[src/rtl/rxf_pkg.sv]
`timescale 1ns/1ps
package rxf_pkg;
  // strobes from control to datapath
  typedef struct packed {
    logic push;
    logic pop;
    logic clear;
  } rxfStrobe_t;
endpackage

[src/rtl/rxf_trig_dec.sv]
`timescale 1ns/1ps
module rxf_trig_dec #(
  parameter int CNT_W = 7,
  parameter int PRG_W = 6,
  parameter int LVL_A = 1,
  parameter int LVL_B = 16,
  parameter int LVL_C = 32,
  parameter int LVL_D = 56
) (
  input  logic [2:0]       trigSel,
  input  logic [PRG_W-1:0] progLevel,
  output logic [CNT_W-1:0] threshold
);
  always_comb begin
    case (trigSel)
      3'd0:    threshold = CNT_W'(LVL_A);
      3'd1:    threshold = CNT_W'(LVL_B);
      3'd2:    threshold = CNT_W'(LVL_C);
      3'd3:    threshold = CNT_W'(LVL_D);
      default: threshold = (progLevel == '0) ? CNT_W'(1) : CNT_W'(progLevel);
    endcase
  end
endmodule

[src/rtl/rxf_ctrl.sv]
`timescale 1ns/1ps
module rxf_ctrl
  import rxf_pkg::*;
#(
  parameter int DEPTH = 64,
  parameter int CNT_W = $clog2(DEPTH) + 1
) (
  input  logic             clk,
  input  logic             rstN,
  input  logic             wrEn,
  input  logic             rdEn,
  input  logic             flush,
  input  logic             statusRd,
  input  logic [CNT_W-1:0] threshold,
  output rxfStrobe_t       strobe,
  output logic [CNT_W-1:0] level,
  output logic             empty,
  output logic             full,
  output logic             rxReady,
  output logic             overrun
);
  logic [CNT_W-1:0] levelQ;
  logic             ovrQ;
  logic             dropWr;

  assign empty   = (levelQ == '0);
  assign full    = (levelQ == CNT_W'(DEPTH));
  assign level   = levelQ;
  assign overrun = ovrQ;
  assign rxReady = (levelQ >= threshold);

  assign strobe.clear = flush;
  assign strobe.push  = wrEn && !full && !flush;
  assign strobe.pop   = rdEn && !empty && !flush;
  assign dropWr       = wrEn && full && !flush;

  always_ff @(posedge clk or negedge rstN) begin
    if (!rstN) begin
      levelQ <= '0;
      ovrQ   <= 1'b0;
    end else begin
      if (strobe.clear) levelQ <= '0;
      else levelQ <= levelQ + CNT_W'(strobe.push) - CNT_W'(strobe.pop);
      if (dropWr) ovrQ <= 1'b1;
      else if (statusRd) ovrQ <= 1'b0;
    end
  end

  a_r3_no_push_full: assert property (@(posedge clk) disable iff (!rstN)
    full |-> !strobe.push);
  a_r3_level_bound: assert property (@(posedge clk) disable iff (!rstN)
    levelQ <= CNT_W'(DEPTH));
  a_r5_no_pop_empty: assert property (@(posedge clk) disable iff (!rstN)
    empty |-> !strobe.pop);
  a_r4_overrun_set: assert property (@(posedge clk) disable iff (!rstN)
    (wrEn && full && !flush) |=> overrun);
  a_r4_overrun_sticky: assert property (@(posedge clk) disable iff (!rstN)
    (overrun && !statusRd) |=> overrun);
  a_r8_flush_empties: assert property (@(posedge clk) disable iff (!rstN)
    flush |=> empty);
  a_r9_level_hold: assert property (@(posedge clk) disable iff (!rstN)
    (wrEn && rdEn && !empty && !full && !flush) |=> $stable(level));
endmodule

[src/rtl/rxf_datapath.sv]
`timescale 1ns/1ps
module rxf_datapath
  import rxf_pkg::*;
#(
  parameter int DEPTH  = 64,
  parameter int DATA_W = 8,
  parameter int TAG_W  = 3,
  parameter int PTR_W  = $clog2(DEPTH),
  parameter int CNT_W  = PTR_W + 1
) (
  input  logic              clk,
  input  logic              rstN,
  input  rxfStrobe_t        strobe,
  input  logic [DATA_W-1:0] wrData,
  input  logic [TAG_W-1:0]  wrTag,
  output logic [DATA_W-1:0] rdData,
  output logic [TAG_W-1:0]  rdTag,
  output logic              anyErr
);
  localparam int ENT_W = DATA_W + TAG_W;

  logic [ENT_W-1:0] store [DEPTH];
  logic [PTR_W-1:0] wrPtr, rdPtr;
  logic [CNT_W-1:0] errCnt;
  logic [ENT_W-1:0] headEntry;
  logic             pushErr, popErr;

  assign headEntry = store[rdPtr];
  assign rdData    = headEntry[DATA_W-1:0];
  assign rdTag     = headEntry[ENT_W-1:DATA_W];
  assign pushErr   = strobe.push && (wrTag != '0);
  assign popErr    = strobe.pop && (rdTag != '0);
  assign anyErr    = (errCnt != '0);

  always_ff @(posedge clk) begin
    if (strobe.push) store[wrPtr] <= {wrTag, wrData};
  end

  always_ff @(posedge clk or negedge rstN) begin
    if (!rstN) begin
      wrPtr  <= '0;
      rdPtr  <= '0;
      errCnt <= '0;
    end else if (strobe.clear) begin
      wrPtr  <= '0;
      rdPtr  <= '0;
      errCnt <= '0;
    end else begin
      if (strobe.push) wrPtr <= (wrPtr == PTR_W'(DEPTH - 1)) ? '0 : wrPtr + 1'b1;
      if (strobe.pop)  rdPtr <= (rdPtr == PTR_W'(DEPTH - 1)) ? '0 : rdPtr + 1'b1;
      errCnt <= errCnt + CNT_W'(pushErr) - CNT_W'(popErr);
    end
  end

  a_r8_flush_clears_err: assert property (@(posedge clk) disable iff (!rstN)
    strobe.clear |=> !anyErr);
  a_r7_err_push_flags: assert property (@(posedge clk) disable iff (!rstN)
    (pushErr && !strobe.clear) |=> anyErr);
  a_r7_err_bound: assert property (@(posedge clk) disable iff (!rstN)
    errCnt <= CNT_W'(DEPTH));
endmodule

[src/rtl/rx_err_fifo.sv]
`timescale 1ns/1ps
module rx_err_fifo
  import rxf_pkg::*;
#(
  parameter int DEPTH  = 64,
  parameter int DATA_W = 8,
  parameter int TAG_W  = 3,
  parameter int PRG_W  = 6,
  parameter int CNT_W  = $clog2(DEPTH) + 1
) (
  input  logic              clk,
  input  logic              rstN,
  input  logic              wrEn,
  input  logic [DATA_W-1:0] wrData,
  input  logic [TAG_W-1:0]  wrTag,
  input  logic              rdEn,
  input  logic              flush,
  input  logic              statusRd,
  input  logic [2:0]        trigSel,
  input  logic [PRG_W-1:0]  progLevel,
  output logic [DATA_W-1:0] rdData,
  output logic [TAG_W-1:0]  rdTag,
  output logic              empty,
  output logic              full,
  output logic [CNT_W-1:0]  level,
  output logic              rxReady,
  output logic              anyErr,
  output logic              overrun
);
  rxfStrobe_t       strobe;
  logic [CNT_W-1:0] threshold;

  rxf_trig_dec #(.CNT_W(CNT_W), .PRG_W(PRG_W)) uTrig (
    .trigSel(trigSel), .progLevel(progLevel), .threshold(threshold)
  );

  rxf_ctrl #(.DEPTH(DEPTH), .CNT_W(CNT_W)) uCtrl (
    .clk(clk), .rstN(rstN), .wrEn(wrEn), .rdEn(rdEn), .flush(flush),
    .statusRd(statusRd), .threshold(threshold), .strobe(strobe),
    .level(level), .empty(empty), .full(full), .rxReady(rxReady),
    .overrun(overrun)
  );

  rxf_datapath #(.DEPTH(DEPTH), .DATA_W(DATA_W), .TAG_W(TAG_W), .CNT_W(CNT_W)) uData (
    .clk(clk), .rstN(rstN), .strobe(strobe), .wrData(wrData), .wrTag(wrTag),
    .rdData(rdData), .rdTag(rdTag), .anyErr(anyErr)
  );

  a_r2_empty_full_excl: assert property (@(posedge clk) disable iff (!rstN)
    !(empty && full));
  a_r7_err_needs_data: assert property (@(posedge clk) disable iff (!rstN)
    anyErr |-> !empty);
endmodule

[config.mk]
export PLATFORM = sky130hd
export DESIGN_NAME = rx_err_fifo
export DESIGN_NICKNAME = d
export VERILOG_FILES = /design/src/rtl/rxf_pkg.sv /design/src/rtl/rxf_trig_dec.sv /design/src/rtl/rxf_ctrl.sv /design/src/rtl/rxf_datapath.sv /design/src/rtl/rx_err_fifo.sv
export SDC_FILE = /design/constraint.sdc
export NUM_CORES = 1
export LEC_CHECK = 0
export BUFFER_PORTS_ARGS = -buffer_cell sky130_fd_sc_hd__buf_2
export CORE_ASPECT_RATIO = 1.5
export CORE_MARGIN = 5
export CORE_UTILIZATION = 50
export CTS_CLUSTER_DIAMETER = 30
export DETAILED_ROUTE_END_ITERATION = 7
export GPL_TIMING_DRIVEN = 0
export PLACE_DENSITY = 0.71
export SYNTH_ARGS = -nofsm -noshare
export SYNTH_HDL_FRONTEND = slang
export SYNTH_SLANG_ARGS = --single-unit
[constraint.sdc]
create_clock -name clk -period 4.6 [get_ports clk]
set_clock_uncertainty 0.1 [all_clocks]
set_input_delay 0.23 -clock clk [delete_from_list [all_inputs] [get_ports clk]]
set_output_delay 0.23 -clock clk [all_outputs]
set_load 0.05 [all_outputs]
**After elaboration in Yosys (flattened, before gate mapping)**

Memory sizes are Yosys's and may differ from the RTL's.
Index checks and enable logic that the tools add are counted.

- Add/sub/neg operators: 6
- Multipliers: 0
- Divide/modulo/power cells: 0
- Order comparisons: 1
- Equality and inequality tests: 6
- Shifts and indexed selects: 0
- Muxes and demuxes: 14
- Bitwise operators: 0
- Reduce and logical (&&, ||, !) cells: 20

Operators with widths:

| kind | number |
|---|---|
| $mux 6 | 7 |
| $pmux 7 s4 | 1 |
| $add 7x1->7 | 2 |
| $mux 7 | 2 |
| $sub 7x1->7 | 2 |
| $add 6x1->6 const B | 2 |
| $eq 6x6->1 const B | 2 |
| $logic_and 1x1->1 | 8 |
| $eq 7x7->1 const B | 1 |
| $ge 7x7->1 | 1 |
| $logic_not 7->1 | 1 |
| $reduce_bool 7->1 | 1 |
| $eq 3x2->1 const B | 2 |
| $logic_not 6->1 | 1 |
| $reduce_bool 2->1 | 3 |
| $reduce_bool 3->1 | 2 |
| $mux 1 | 4 |
| $eq 3x1->1 const B | 1 |
| $logic_not 1->1 | 3 |
| $logic_not 3->1 | 1 |

- Register bits: 27
- Latch bits: 0
- RAM bits: 704
- Bits in read-only memories: 0
- Input bits: 26
- Output and inout bits: 23
- Logic and storage cells: 53
- Memories kept: 1

Memory list:

| memory | words | bits a word | rd ports | clocked after Yosys merged registers in | write ports | RTL line | source |
|---|---|---|---|---|---|---|---|
| uData.store | 64 | 11 | 1 | 0 | 1 | rxf_datapath.sv:22 | `logic [ENT_W-1:0] store [DEPTH];` |

**Depth between registers and ports, before layout**

- Depth in word-level cells: 8
- Gate-level depth with buffers: 21
- Depth with buffers taken out: 17

**Hierarchy**

A second synthesis with hierarchy kept.

- Cells, all modules: 1464
- Area total of the unflattened synthesis: 29271.8 um2

By module, submodules not included:

| module | times used | cells an instance | area each (um2) | seq. area each (um2) |
|---|---|---|---|---|
| rxf_datapath | 1 | 1357 | 28345.9 | 21615.7 |
| rxf_ctrl | 1 | 91 | 822.0 | 200.2 |
| rxf_trig_dec | 1 | 16 | 103.8 | 0.0 |

**Least setup slack after synthesis**

No wires, ideal clock.

- Kind: flip-flop to flip-flop
- From: register uData.rdPtr[1]
- To: register uData.errCnt[6]
- Setup time: 136 ps
- Arrival time: 4364 ps
- Slack: 0 ps
- Cell stages (with the launch flop): 20
- Buffers on the path: 3
- Clock period less this slack: 4600 ps
- Cell sequence: dfrtp_1 -> buf_2 -> buf_2 -> buf_2 -> mux4_2 -> mux4_2 -> nand3_1 -> nand4_1 -> o21a_1 -> ha_1 -> inv_1 -> ha_1 -> inv_1 -> fa_1 -> nand2b_1 -> a21oi_1 -> o21ai_0 -> a21oi_1 -> or3_1 -> a21oi_1

- Longest elaborated chain between the ends: 5

Ends and longest elaborated chain:

| item | RTL line | source |
|---|---|---|
| start: declaration | rxf_datapath.sv:23 | `logic [PTR_W-1:0] wrPtr, rdPtr;` |
| start signal: assignment | rxf_datapath.sv:50 | `if (strobe.pop) rdPtr <= (rdPtr == PTR_W'(DEPTH - 1)) ? '0 : rdPtr + 1'b1;` |
| $mem_v2 64x11 | n/a |  |
| net rdTag[2] | rx_err_fifo.sv:22 | `output logic [TAG_W-1:0] rdTag,` |
| $reduce_bool 3->1 | rxf_datapath.sv:32 | `assign popErr = strobe.pop && (rdTag != '0);` |
| $logic_and 1x1->1 | rxf_datapath.sv:32 |  |
| $sub 7x1->7 | rxf_datapath.sv:51 | `errCnt <= errCnt + CNT_W'(pushErr) - CNT_W'(popErr);` |
| $mux 7 | rxf_datapath.sv:44 | `end else if (strobe.clear) begin` |
| end signal: assignment | rxf_datapath.sv:51 |  |
| end: declaration | rxf_datapath.sv:24 | `logic [CNT_W-1:0] errCnt;` |

The timed path passes the listed nets, and every way through them passes these cells.
A chain may end at the register's enable or synchronous reset.

**Worst setup path after layout**

- From: register uData.rdPtr[0]
- To: register uData.errCnt[6]

- Longest elaborated chain between the ends: 5

Ends and longest elaborated chain:

| item | RTL line |
|---|---|
| $mem_v2 64x11 | n/a |
| $reduce_bool 3->1 | rxf_datapath.sv:32 |
| $logic_and 1x1->1 | rxf_datapath.sv:32 |
| $sub 7x1->7 | rxf_datapath.sv:51 |
| $mux 7 | rxf_datapath.sv:44 |

Every way passes these cells.

==> metrics.txt <==
# TYPE chip_impl_metric gauge
chip_impl_metric{name="dp.cells",unit=""} 2160
chip_impl_metric{name="dieHeight",unit="um"} 305
chip_impl_metric{name="synth_cell_type_count",unit=""} 54
chip_impl_info{name="cell_breakdown_of_the_critical_path",value="buf_6, buf_12, buf_12, mux4_2, nor3_2, nor4_1, o311ai_1, a22oi_1, o21a_1, ha_1, inv_1, ha_1, inv_1, fa_2, nand2b_1, a21oi_2, o21ai_1, a21oi_1, or3_1, a21oi_1"} 1
chip_impl_metric{name="required",unit="ps"} 4990
chip_impl_metric{name="crit_fanout",unit=""} 7
chip_impl_metric{name="synthArstFlopShare",unit="%"} 3.69
chip_impl_metric{name="die_width",unit="um"} 207
chip_impl_metric{name="worst-path-buf-inv",unit=""} 5
chip_impl_metric{name="placementRows",unit=""} 108
chip_impl_metric{name="postPlaceCellArea",unit="mm^2"} 0.0302
chip_impl_info{name="tritoncts_clock_tree",value="done"} 1
chip_impl_metric{name="grt_pass1_vias",unit=""} 14919
chip_impl_metric{name="final_hold_viol_count",unit=""} 0
chip_impl_metric{name="cts_inserted_buffers",unit=""} 97
chip_impl_metric{name="power_density",unit="mW/mm^2"} 541
chip_impl_metric{name="stdcell_area",unit="mm^2"} 0.0339
chip_impl_metric{name="cts-htree-levels",unit=""} 3
chip_impl_metric{name="wire_length_of_the_first_global_routing_pass",unit="um"} 101000
chip_impl_metric{name="post_drt_via_cell_ratio",unit=""} 6.08
chip_impl_metric{name="synth_area",unit="mm^2"} 0.0290
chip_impl_metric{name="design.portCount",unit=""} 49
chip_impl_info{name="rsz0062_at_grt",value="no"} 1
chip_impl_metric{name="slew_headroom",unit="%"} 7.89
chip_impl_metric{name="report.final.setup_viol",unit=""} 0
chip_impl_info{name="critPathCaptureType",value="flip-flop"} 1
chip_impl_metric{name="achievable-frequency",unit="MHz"} 227
chip_impl_metric{name="postRouteWirelength",unit="um"} 69000
chip_impl_metric{name="areaGrowthSynthToFinish",unit="%"} 17.2
chip_impl_metric{name="synth_cells",unit=""} 1344
chip_impl_metric{name="globalRouteOverflowTotal",unit=""} 0
chip_impl_metric{name="max-vdd-ir-drop",unit="uV"} 320
chip_impl_metric{name="num_vias",unit=""} 14344
chip_impl_metric{name="cp.arrival",unit="ps"} 4800
chip_impl_metric{name="syn-num-nets",unit=""} 1398
chip_impl_metric{name="cap_violations",unit=""} 0
chip_impl_metric{name="clk-insertion-delay-late",unit="ps"} 650
chip_impl_metric{name="layout.nets",unit=""} 1560
chip_impl_metric{name="final_cell_count_no_fill",unit=""} 2360
chip_impl_info{name="commonest_register_cell_after_synthesis",value="sky130_fd_sc_hd__edfxtp_1"} 1
chip_impl_metric{name="antennaDiodeCount",unit=""} 0
chip_impl_metric{name="worst-path-stages",unit=""} 20
chip_impl_metric{name="avgRoutedWirePerCell",unit="um"} 29.2
chip_impl_info{name="clk_root_buffer_cell",value="sky130_fd_sc_hd__clkbuf_16"} 1
chip_impl_metric{name="cts.path.max_buffers",unit=""} 3
chip_impl_info{name="critical-path-slowest-cell",value="sky130_fd_sc_hd__mux4_2"} 1
chip_impl_metric{name="io_port_bufs",unit=""} 46
chip_impl_metric{name="min_period_over_period",unit="%"} 95.8
chip_impl_metric{name="initial_core_util",unit="%"} 50.2
chip_impl_metric{name="path_clk_slew",unit="ps"} 60
chip_impl_metric{name="detail-route-antenna-nets",unit=""} 0
chip_impl_metric{name="place.gp.congestion",unit=""} 0.991
chip_impl_metric{name="p_leak",unit="uW"} 0.0109
chip_impl_info{name="worst_path_dominant_cell_family",value="compound AO/OA/AOI/OAI gates"} 1
chip_impl_info{name="commonest_cells_after_routing_fill_and_taps_aside",value="704 x sky130_fd_sc_hd__edfxtp_1, 216 x sky130_fd_sc_hd__mux4_2, 101 x sky130_fd_sc_hd__clkbuf_16, 100 x sky130_fd_sc_hd__nor2_1, 54 x sky130_fd_sc_hd__buf_2"} 1
chip_impl_metric{name="grt_antenna_before_repair",unit=""} 2
chip_impl_metric{name="reg2reg_depth",unit=""} 20
chip_impl_metric{name="layout-drive-gt1-share",unit="%"} 31.6
chip_impl_metric{name="synth-edff-count",unit=""} 704
chip_impl_metric{name="die_area",unit="mm^2"} 0.0630
chip_impl_info{name="timing.hold.worst.class",value="in2async"} 1
chip_impl_metric{name="synthesis.yosys.warnings",unit=""} 0
chip_impl_metric{name="core_area",unit="mm^2"} 0.0577
chip_impl_metric{name="slowest_delay",unit="ps"} 560
chip_impl_metric{name="count_of_unresolved_drc_violations_after_routing",unit=""} 0
chip_impl_metric{name="number_of_register_bits_inferred_by_synthesis",unit=""} 731
chip_impl_info{name="layout_commonest_cell",value="sky130_fd_sc_hd__edfxtp_1"} 1
chip_impl_metric{name="pin_count_of_the_biggest_net_entering_global_routing",unit=""} 66
chip_impl_metric{name="grt_use_total",unit="%"} 22.2
chip_impl_metric{name="drt_iter0_markers",unit=""} 1742
chip_impl_metric{name="drt-pass1-iter-count",unit=""} 7
chip_impl_metric{name="fill_cells",unit=""} 4065
chip_impl_metric{name="syn_area_per_cell",unit="um^2"} 21.6
chip_impl_metric{name="tightest_slew",unit="ps"} 1380
chip_impl_info{name="worst-setup-path-type",value="reg2reg"} 1
chip_impl_info{name="result_of_the_run",value="finished, final reports clean"} 1
chip_impl_info{name="startpoint_type",value="flip-flop"} 1
chip_impl_metric{name="dp_hpwl",unit="um"} 43900
chip_impl_metric{name="timing.final.crit_period",unit="ps"} 4410
chip_impl_metric{name="synth-seq-area-share",unit="%"} 75.3
chip_impl_metric{name="timing.final.max_slew_violations",unit=""} 0
chip_impl_metric{name="clock_sinks",unit=""} 731
## final cells by class
cell class	count	area [um^2]	share of cell area (%)
clock buffer	107	2530	7.45
clock inverter	76	855	2.52
buffer	65	514	1.51
inverter	29	110	0.324
sequential	731	21800	64.3
timing repair buffer	66	413	1.22
multi-input combinational	516	6750	19.9
tap	770	963	2.84
## cell usage after synthesis (2+ instances only)
master / n / area (um^2)
sky130_fd_sc_hd__nor3b_1: 3 / 22.5
sky130_fd_sc_hd__nand3b_1: 2 / 15.0
sky130_fd_sc_hd__buf_6: 3 / 33.8
sky130_fd_sc_hd__mux4_2: 216 / 4860
sky130_fd_sc_hd__a21o_1: 6 / 45.0
sky130_fd_sc_hd__nand3_1: 12 / 60.1
sky130_fd_sc_hd__o211ai_1: 2 / 15.0
sky130_fd_sc_hd__fa_1: 2 / 40.0
sky130_fd_sc_hd__or3_1: 3 / 18.8
sky130_fd_sc_hd__dfrtp_1: 27 / 676
sky130_fd_sc_hd__nor2b_1: 7 / 43.8
sky130_fd_sc_hd__a22oi_1: 3 / 22.5
sky130_fd_sc_hd__nor3_1: 8 / 40.0
sky130_fd_sc_hd__a211oi_1: 2 / 15.0
sky130_fd_sc_hd__inv_1: 26 / 97.6
sky130_fd_sc_hd__a21oi_1: 15 / 75.1
sky130_fd_sc_hd__nor2_1: 100 / 375
sky130_fd_sc_hd__buf_4: 4 / 30.0
sky130_fd_sc_hd__nor4_1: 4 / 25.0
sky130_fd_sc_hd__o22ai_1: 2 / 12.5
sky130_fd_sc_hd__clkinv_1: 2 / 7.51
sky130_fd_sc_hd__mux2i_1: 14 / 140
sky130_fd_sc_hd__a31oi_1: 4 / 25.0
sky130_fd_sc_hd__nand2b_1: 2 / 12.5
sky130_fd_sc_hd__o31ai_1: 2 / 15.0
sky130_fd_sc_hd__nand2_1: 28 / 105
sky130_fd_sc_hd__o21bai_1: 3 / 22.5
sky130_fd_sc_hd__buf_2: 27 / 135
sky130_fd_sc_hd__clkbuf_1: 21 / 78.8
sky130_fd_sc_hd__or2_2: 3 / 18.8
sky130_fd_sc_hd__o21ai_0: 10 / 50.1
sky130_fd_sc_hd__mux2_2: 3 / 33.8
sky130_fd_sc_hd__xnor2_1: 8 / 70.1
sky130_fd_sc_hd__ha_1: 26 / 325
sky130_fd_sc_hd__buf_1: 13 / 48.8
sky130_fd_sc_hd__nand4_1: 6 / 37.5
sky130_fd_sc_hd__xor2_1: 5 / 43.8
sky130_fd_sc_hd__edfxtp_1: 704 / 21100
## cells by family after synthesis
kind of cell,after synthesis,share of synthesized area [%]
compound gates,58,1.30
xor+xnor,13,0.393
fa+ha+maj,28,1.26
buf+inv,97,1.50
flops,731,75.3
mux,233,17.4
simple gates,184,2.84
## stage by stage
stage / setup WS, ps / util [%] / total power (uW) / setup TNS [ps] / hold WS, ps
finish: 193 / 58.8 / 18400 / 0 / 71.0
global route: 24.0 / 58.8 / 19000 / 0 / 141
CTS: 5.78 / 58.5 / 18300 / 0 / 55.4
detailed placement: -836 / 52.3 / 10600 / -2100 / 193
global placement: -808 / 52.3 / 10600 / -2120 / 195
floorplan: 0.0995 / - / 9660 / 0 / -166
## timing repair
action                                  in CTS  in global routing
endpoints found under the hold margin       33                  0
gates cloned                                 0                  1
resized for setup                           47                 27
endpoints found under the setup margin      14                  2
pin swaps                                    3                  4
hold buffers                                 6                  0
setup buffers                                1                 12
## state kept, by name (all words and copies together), names as in the netlist
name,flops
uData.store,704
uData.errCnt,7
uData.wrPtr,6
uCtrl.level,7
uData.rdPtr,6
uCtrl.overrun,1
## worst paths after layout
kind	start	endpoint	slack [ps]
worst max-delay path	uData.rdPtr[0]	uData.errCnt[6]	190
worst min-delay path	rstN	uCtrl.overrun	70
worst max register to register	uData.rdPtr[0]	uData.errCnt[6]	190
worst min register to register	uData.errCnt[5]	uData.errCnt[6]	500
max in group asynchronous	rstN	uCtrl.level[3]	3880
min in group clk	wrTag[0]	uData.store[37][8]	310
## metal layers
metal	global-route usage, %	wire, um	up-vias
li1	-	-	5926
met5	0	11	-
met1	28.5	25300	7588
met4	8.16	2640	2
met3	4.00	4820	143
met2	37.9	36200	685
## where the power goes
group / switching, uW / total [uW] / internal, uW
Clock: 3130 / 7680 / 4540
Combinational: 1810 / 3230 / 1420
Sequential: 69.5 / 7450 / 7380
Power figures use the tool's default switching activity.
